`src/rtl/fmon_pkg.sv`:
```
package fmon_pkg;

    // Frame tracking states: position 0, positions 1..N-2, position N-1.
    typedef enum logic [1:0] {
        FR_IDLE = 2'd0,
        FR_BODY = 2'd1,
        FR_TAIL = 2'd2
    } fr_state_e;

    // Force a requested log2 length into the legal window.
    function automatic int clamp_log2(input int req, input int lo, input int hi);
        if (req < lo) return lo;
        if (req > hi) return hi;
        return req;
    endfunction

endpackage

```
`src/rtl/fmon_slot_gen.sv`:
```
// Combinational handshake decode: ready, accept, slot, starvation, stall.
module fmon_slot_gen (
    input  logic rst_n,
    input  logic clk_en,
    input  logic rt_mode,
    input  logic need_sample,
    input  logic s_tvalid,
    output logic s_tready,
    output logic accept,
    output logic slot,
    output logic starved,
    output logic stall_req
);
    logic live;

    always_comb begin
        live      = rst_n & clk_en & need_sample;
        s_tready  = live;
        accept    = live & s_tvalid;
        starved   = live & ~s_tvalid;
        // realtime: a starved demand still consumes a position
        slot      = accept | (starved & rt_mode);
        stall_req = starved & ~rt_mode;
    end

    always_comb begin
        if (rst_n && clk_en) begin
            assert_slot_needs_demand_R7: assert (!slot || need_sample);
        end
    end

endmodule

```
`src/rtl/fmon_len_sel.sv`:
```
// Latches the clamped frame length at frame open and gives the last index.
module fmon_len_sel #(
    parameter int LOG2_W   = 5,
    parameter int CNT_W    = 16,
    parameter int MIN_LOG2 = 3,
    parameter int MAX_LOG2 = 16
) (
    input  logic              clk,
    input  logic              rst_n,
    input  logic              clk_en,
    input  logic              capture,
    input  logic [LOG2_W-1:0] frame_log2,
    output logic [CNT_W-1:0]  last_idx
);
    import fmon_pkg::*;

    localparam logic [LOG2_W-1:0] LEN_RESET = LOG2_W'(MAX_LOG2);

    logic [LOG2_W-1:0] len_q;
    logic [LOG2_W-1:0] len_clamped;
    logic [CNT_W:0]    frame_n;

    always_comb begin
        len_clamped = LOG2_W'(clamp_log2(int'(frame_log2), MIN_LOG2, MAX_LOG2));
    end

    always_ff @(posedge clk) begin
        if (!rst_n) begin
            len_q <= LEN_RESET;
        end else if (clk_en && capture) begin
            len_q <= len_clamped;
        end
    end

    always_comb begin
        frame_n  = (CNT_W+1)'(1) << len_q;
        last_idx = CNT_W'(frame_n - (CNT_W+1)'(1));
    end

    assert_len_window_R10: assert property (@(posedge clk) disable iff (!rst_n)
        (len_q >= LOG2_W'(MIN_LOG2)) && (len_q <= LOG2_W'(MAX_LOG2)));

    assert_len_frozen_R8: assert property (@(posedge clk) disable iff (!rst_n)
        !clk_en |=> $stable(len_q));

endmodule

```
`src/rtl/fmon_frame_fsm.sv`:
```
// Frame position state machine and registered event outputs.
module fmon_frame_fsm #(
    parameter int CNT_W = 16
) (
    input  logic             clk,
    input  logic             rst_n,
    input  logic             clk_en,
    input  logic             slot,
    input  logic             accept,
    input  logic             s_tlast,
    input  logic [CNT_W-1:0] last_idx,
    output logic             at_open,
    output logic [CNT_W-1:0] position,
    output logic             evt_frame_start,
    output logic             evt_tlast_missing,
    output logic             evt_tlast_unexpected
);
    import fmon_pkg::*;

    fr_state_e        state_q, state_d;
    logic [CNT_W-1:0] pos_q, pos_d;
    logic             fs_d, miss_d, unx_d;
    logic             fs_q, miss_q, unx_q;
    logic             tlast_hit;

    // next-state and position
    always_comb begin
        state_d = state_q;
        pos_d   = pos_q;
        if (slot) begin
            unique case (state_q)
                FR_IDLE: begin
                    state_d = FR_BODY;
                    pos_d   = CNT_W'(1);
                end
                FR_BODY: begin
                    pos_d = pos_q + CNT_W'(1);
                    if (pos_d == last_idx) state_d = FR_TAIL;
                end
                FR_TAIL: begin
                    state_d = FR_IDLE;
                    pos_d   = '0;
                end
                default: begin
                    state_d = FR_IDLE;
                    pos_d   = '0;
                end
            endcase
        end
    end

    // event decode
    always_comb begin
        tlast_hit = accept & s_tlast;
        fs_d      = 1'b0;
        miss_d    = 1'b0;
        unx_d     = 1'b0;
        unique case (state_q)
            FR_IDLE: begin
                fs_d  = slot;
                unx_d = tlast_hit;
            end
            FR_BODY: begin
                unx_d = tlast_hit;
            end
            FR_TAIL: begin
                miss_d = slot & ~tlast_hit;
            end
            default: begin
                fs_d = 1'b0;
            end
        endcase
    end

    // state register
    always_ff @(posedge clk) begin
        if (!rst_n) begin
            state_q <= FR_IDLE;
            pos_q   <= '0;
        end else if (clk_en) begin
            state_q <= state_d;
            pos_q   <= pos_d;
        end
    end

    // output register
    always_ff @(posedge clk) begin
        if (!rst_n) begin
            fs_q   <= 1'b0;
            miss_q <= 1'b0;
            unx_q  <= 1'b0;
        end else if (clk_en) begin
            fs_q   <= fs_d;
            miss_q <= miss_d;
            unx_q  <= unx_d;
        end
    end

    always_comb begin
        at_open              = (state_q == FR_IDLE);
        position             = pos_q;
        evt_frame_start      = fs_q;
        evt_tlast_missing    = miss_q;
        evt_tlast_unexpected = unx_q;
    end

    assert_reset_clears_R1: assert property (@(posedge clk)
        !rst_n |=> (!fs_q && !miss_q && !unx_q && pos_q == '0));

    assert_start_single_R3: assert property (@(posedge clk) disable iff (!rst_n)
        (fs_q && clk_en) |=> !fs_q);

    assert_miss_excl_unx_R4: assert property (@(posedge clk) disable iff (!rst_n)
        !(miss_q && unx_q));

    assert_freeze_R8: assert property (@(posedge clk) disable iff (!rst_n)
        !clk_en |=> ($stable(pos_q) && $stable(state_q)));

    assert_pos_in_frame_R11: assert property (@(posedge clk) disable iff (!rst_n)
        (state_q != FR_IDLE) |-> (pos_q != '0 && pos_q <= last_idx));

    assert_idle_at_zero_R11: assert property (@(posedge clk) disable iff (!rst_n)
        (state_q == FR_IDLE) |-> (pos_q == '0));

endmodule

```
`src/rtl/fmon_top.sv`:
```
// Frame boundary and stall event monitor, top level.
module fmon_top #(
    parameter int LOG2_W   = 5,
    parameter int CNT_W    = 16,
    parameter int MIN_LOG2 = 3,
    parameter int MAX_LOG2 = 16
) (
    input  logic              clk,
    input  logic              rst_n,
    input  logic              clk_en,
    input  logic              rt_mode,
    input  logic [LOG2_W-1:0] frame_log2,
    input  logic              need_sample,
    input  logic              s_tvalid,
    input  logic              s_tlast,
    output logic              s_tready,
    output logic              evt_frame_start,
    output logic              evt_tlast_missing,
    output logic              evt_tlast_unexpected,
    output logic              evt_in_halt,
    output logic              stall_req
);
    logic             accept;
    logic             slot;
    logic             at_open;
    logic [CNT_W-1:0] last_idx;
    logic [CNT_W-1:0] position;

    fmon_slot_gen u_slot (
        .rst_n       (rst_n),
        .clk_en      (clk_en),
        .rt_mode     (rt_mode),
        .need_sample (need_sample),
        .s_tvalid    (s_tvalid),
        .s_tready    (s_tready),
        .accept      (accept),
        .slot        (slot),
        .starved     (evt_in_halt),
        .stall_req   (stall_req)
    );

    fmon_len_sel #(
        .LOG2_W   (LOG2_W),
        .CNT_W    (CNT_W),
        .MIN_LOG2 (MIN_LOG2),
        .MAX_LOG2 (MAX_LOG2)
    ) u_len (
        .clk        (clk),
        .rst_n      (rst_n),
        .clk_en     (clk_en),
        .capture    (slot & at_open),
        .frame_log2 (frame_log2),
        .last_idx   (last_idx)
    );

    fmon_frame_fsm #(
        .CNT_W (CNT_W)
    ) u_fsm (
        .clk                  (clk),
        .rst_n                (rst_n),
        .clk_en               (clk_en),
        .slot                 (slot),
        .accept               (accept),
        .s_tlast              (s_tlast),
        .last_idx             (last_idx),
        .at_open              (at_open),
        .position             (position),
        .evt_frame_start      (evt_frame_start),
        .evt_tlast_missing    (evt_tlast_missing),
        .evt_tlast_unexpected (evt_tlast_unexpected)
    );

    // a stalled cycle must leave the frame position untouched
    assert_stall_holds_pos_R7: assert property (@(posedge clk) disable iff (!rst_n)
        stall_req |=> $stable(position));

    assert_halt_means_ready_R6: assert property (@(posedge clk) disable iff (!rst_n)
        evt_in_halt |-> (s_tready && !s_tvalid));

    assert_stall_only_nrt_R7: assert property (@(posedge clk) disable iff (!rst_n)
        stall_req |-> !rt_mode);

endmodule

```
`config.mk`:
```
export PLATFORM = sky130hd
export DESIGN_NAME = fmon_top
export DESIGN_NICKNAME = d
export VERILOG_FILES = /design/src/rtl/fmon_pkg.sv /design/src/rtl/fmon_slot_gen.sv /design/src/rtl/fmon_len_sel.sv /design/src/rtl/fmon_frame_fsm.sv /design/src/rtl/fmon_top.sv
export SDC_FILE = /design/constraint.sdc
export NUM_CORES = 1
export LEC_CHECK = 0
export CAP_MARGIN = 20
export CORE_MARGIN = 2
export CORE_UTILIZATION = 40
export CTS_CLUSTER_SIZE = 28
export DETAILED_ROUTE_END_ITERATION = 6
export PLACE_DENSITY = 0.6
export SYNTH_ARGS = -nofsm -noshare
export SYNTH_HDL_FRONTEND = slang
export SYNTH_SLANG_ARGS = --single-unit
```
`constraint.sdc`:
```
create_clock -name clk -period 2.4 [get_ports clk]
set_input_delay 0.36 -clock clk [delete_from_list [all_inputs] [get_ports clk]]
set_output_delay 0.36 -clock clk [all_outputs]
set_load 0.1 [all_outputs]
```
==> flow_metrics.env <==
export IMPL_grt_use_total_pct=20.2
export IMPL_synthTopCellsByArea="dfxtp_1, xnor2_1, o21ai_0"
export IMPL_gp_congestion=0.873
export IMPL_clockPowerShare_pct=39.5
export IMPL_grt_pass1_vias=1808
export IMPL_crit_required_ns=2.58
export IMPL_drv_cap=0
export IMPL_criticalPathCategory="reg -> reg"
export IMPL_p_comb_share_pct=14.2
export IMPL_syn_area_per_cell_sq_um=7.48
export IMPL_diodes=0
export IMPL_setup_tns_ns=0
export IMPL_critPathArrivalTime_ns=2.50
export IMPL_hp_start="u_fsm.evt_tlast_missing$_SDFFE_PN0P_"
export IMPL_drtIter0Drc=128
export IMPL_finalSetupViolations=0
export IMPL_htree_num_levels=1
export IMPL_instances_no_fill=361
export IMPL_hold_path_depth=2
export IMPL_avgViaCountPerCell=5.56
export IMPL_p_leak_uw=0.000944
export IMPL_clk_latency_ns=0.28
export IMPL_port_buffers=17
export IMPL_clockBufferDepth=2
export IMPL_netlist_area_sq_um=2010
export IMPL_cts_tree="built"
export IMPL_netlist_instances=269
export IMPL_power_density_nw_per_um2=380
export IMPL_synth_edff_count=0
export IMPL_cp_cell_sequence="nor2_4 > nand3_1 > ha_2 > nor3_1 > a21oi_1 > o21ai_0 > xnor3_1 > nor4_1 > nand4_1 > a32o_1"
export IMPL_synthFlopType="dfxtp_1"
export IMPL_placed_cells=357
export IMPL_synth_nets=283
export IMPL_reg2reg_depth=10
export IMPL_start_util_pct=42.0
export IMPL_routed_wl_microns=5190
export IMPL_slew_headroom_pct=71.8
export IMPL_netSwitchingFraction_pct=24.6
export IMPL_crit_path_max_fanout=4
export IMPL_cp_slowest_cell="dfxtp_2"
export IMPL_ant_nets=0
export IMPL_grt_antenna_before_repair=0
export IMPL_drc=0
export IMPL_dieArea_sq_um=5610
export IMPL_fillerInstances=475
export IMPL_dr_pass1_iters=4
export IMPL_ios=18
export IMPL_clkSinkCount=26
export IMPL_vias=2006
export IMPL_finalHoldViolCount=0
export IMPL_crit_path_start_kind="flip-flop"
export IMPL_cp_slowest_stage_delay_ns=0.34
export IMPL_status="finished, final reports clean"
export IMPL_ir_drop_mv=0.255
export IMPL_yosysSeqAreaShare_pct=25.9
export IMPL_hold_end="u_fsm.evt_tlast_missing$_SDFFE_PN0P_"
export IMPL_netlist_area_leader_share_pct=25.9
export IMPL_numCtsBuffers=3
export IMPL_cp_end_kind="flip-flop"
export IMPL_final_layout_size_suffix_gt1_share_pct=19.4
export IMPL_crit_buf_inv=0
export IMPL_pwr_share_seq_pct=46.3
export IMPL_grt_pass1_wl_microns=8860
export IMPL_ys_types=54
export IMPL_rr_endpoint="u_fsm.state_q[0]$_SDFFE_PN0P_"
export IMPL_row_count=25
export IMPL_ys_ff_latch=26
export IMPL_wl_per_cell_microns=14.4
export IMPL_power_switching_uw=234
export IMPL_cellInternalPower_uw=718
export IMPL_fin_skew_ns=0.00488
export IMPL_final_common_cell="buf_4"
export IMPL_r2r_slack_ns=0.08
export IMPL_r2r_start="u_len.len_q[4]$_SDFFE_PN1P_"
export IMPL_period_minus_slack_ns=2.32
export IMPL_die_w_microns=74.9
export IMPL_cts_root_buf="clkbuf_8"
export IMPL_clkTransAtPathRegs_ns=0.10
export IMPL_finalCritPeriodShare_pct=96.7
export IMPL_yosysWarnings=0
export IMPL_synth_async_reset_ratio_pct=0
export IMPL_grt_ovfl_total=0
export IMPL_timing_fmax_mhz=431
export IMPL_grt_max_degree=27
export IMPL_die_y_microns=74.9
export IMPL_dpl_hpwl_microns=3720
export IMPL_coreArea_sq_um=4790
export IMPL_yosys_area_top_type="dfxtp_1"
export IMPL_worst_pin_slew_ns=0.423
export IMPL_path_delay_family="simple AND/OR/NAND/NOR gates"
export IMPL_layout_common_cells="buf_4, dfxtp_1, nand2_1"
export IMPL_nNetsFinal=309
export IMPL_maxSlewViolCount=0
export IMPL_post_cts_buffers=0
export IMPL_min_path_type="reg -> reg"
export IMPL_area_delta_synth_final_pct=24.7
export IMPL_rsz0062_at_grt="true"
registers in the layout, indices dropped and copies added (netlist names):
name and count:
u_fsm.evt_tlast_unexpected 1, u_fsm.position 16, u_fsm.evt_tlast_missing 1, u_fsm.state_q 2, u_len.len_q 5, u_fsm.evt_frame_start 1
Yosys cell counts, types with 9 or more instances:
master,count
a21oi_1,14
buf_2,10
clkbuf_1,9
dfxtp_1,26
nand2_1,20
nand3_1,11
nor2_1,19
nor2b_1,15
nor3_1,14
o21ai_0,20
xnor2_1,14
cell families after synthesis:
logic type	after synthesis	synth area share (%)
and+or+nand+nor	119	32.6
AOI/OAI and AO/OA	72	23.1
buffers and inverters	27	6.34
DFF	26	25.9
xor gates and xnor gates	22	10.3
adders and majority gates	2	1.24
muxes	1	0.498
power groups by stage:
stage | sequential (uW) | clock [uW] | combinational [uW]
3_3_place_gp | 450 | 0 | 133
2_1_floorplan | 455 | 0 | 75.0
6_report | 441 | 377 | 135
3_5_place_dp | 450 | 0 | 133
4_1_cts | 440 | 387 | 133
5_1_grt | 442 | 399 | 148
routing by layer:
layer	global-route usage, %	up-vias	share of wire (%)
met3	3.08	7	3.5
met2	31.3	44	46
met1	29.8	937	49
met5	0	-	0
met4	4.17	0	0.96
li1	-	1018	-
worst min-delay path, cell delays in order, from the launching register on:
cell      delay (ns)
dfxtp_1         0.32
nand2b_1        0.06
a21boi_0        0.07
layout make-up:
| class | count | area, sq um | area share [%] |
|---|---|---|---|
| Timing Repair Buffer | 45 | 403 | 16.1 |
| Tap cell | 67 | 83.8 | 3.34 |
| Sequential cell | 26 | 524 | 20.9 |
| Clock buffer | 3 | 41.3 | 1.65 |
| Clock inverter | 1 | 30.0 | 1.20 |
| Inverter | 3 | 11.3 | 0.449 |
| Multi-Input combinational cell | 216 | 1420 | 56.4 |
worst max path at each step:
| stage | start | end | cells past startpoint |
|---|---|---|---|
| after floorplan | u_fsm.position[1]$_SDFFE_PN0P_ | u_fsm.state_q[0]$_SDFFE_PN0P_ | 9 |
| after global placement | u_len.len_q[3]$_SDFFE_PN0P_ | u_fsm.state_q[0]$_SDFFE_PN0P_ | 10 |
| after detailed placement | u_len.len_q[3]$_SDFFE_PN0P_ | u_fsm.state_q[0]$_SDFFE_PN0P_ | 10 |
| after CTS | u_len.len_q[3]$_SDFFE_PN0P_ | u_fsm.state_q[0]$_SDFFE_PN0P_ | 10 |
| after global routing | u_len.len_q[4]$_SDFFE_PN1P_ | u_fsm.state_q[0]$_SDFFE_PN0P_ | 11 |
| final | u_len.len_q[4]$_SDFFE_PN1P_ | u_fsm.state_q[0]$_SDFFE_PN0P_ | 10 |
through the flow:
| step | setup slack (ns) | instance area, sq um | hold slack [ns] | util [%] | power (uW) |
|---|---|---|---|---|---|
| 2_1_floorplan | 0.0169 | 2030 | 0.485 | - | 530 |
| 5_1_grt | -0.0628 | 2510 | 0.523 | 52.4 | 989 |
| 3_3_place_gp | 0.0628 | 2400 | 0.471 | 50.2 | 583 |
| 6_report | 0.0788 | 2510 | 0.489 | 52.4 | 953 |
| 3_5_place_dp | 0.0279 | 2400 | 0.482 | 50.2 | 583 |
| 4_1_cts | 0.0189 | 2470 | 0.500 | 51.7 | 961 |
what timing repair did:
action / 4_1_cts / 5_1_grt
hold buffers: 0 / 0
endpoints found under the setup margin: 0 / 2
resized for setup: 0 / 11
hold endpoints to repair: 0 / 0
No activity file was read; power rests on OpenSTA's default activity.
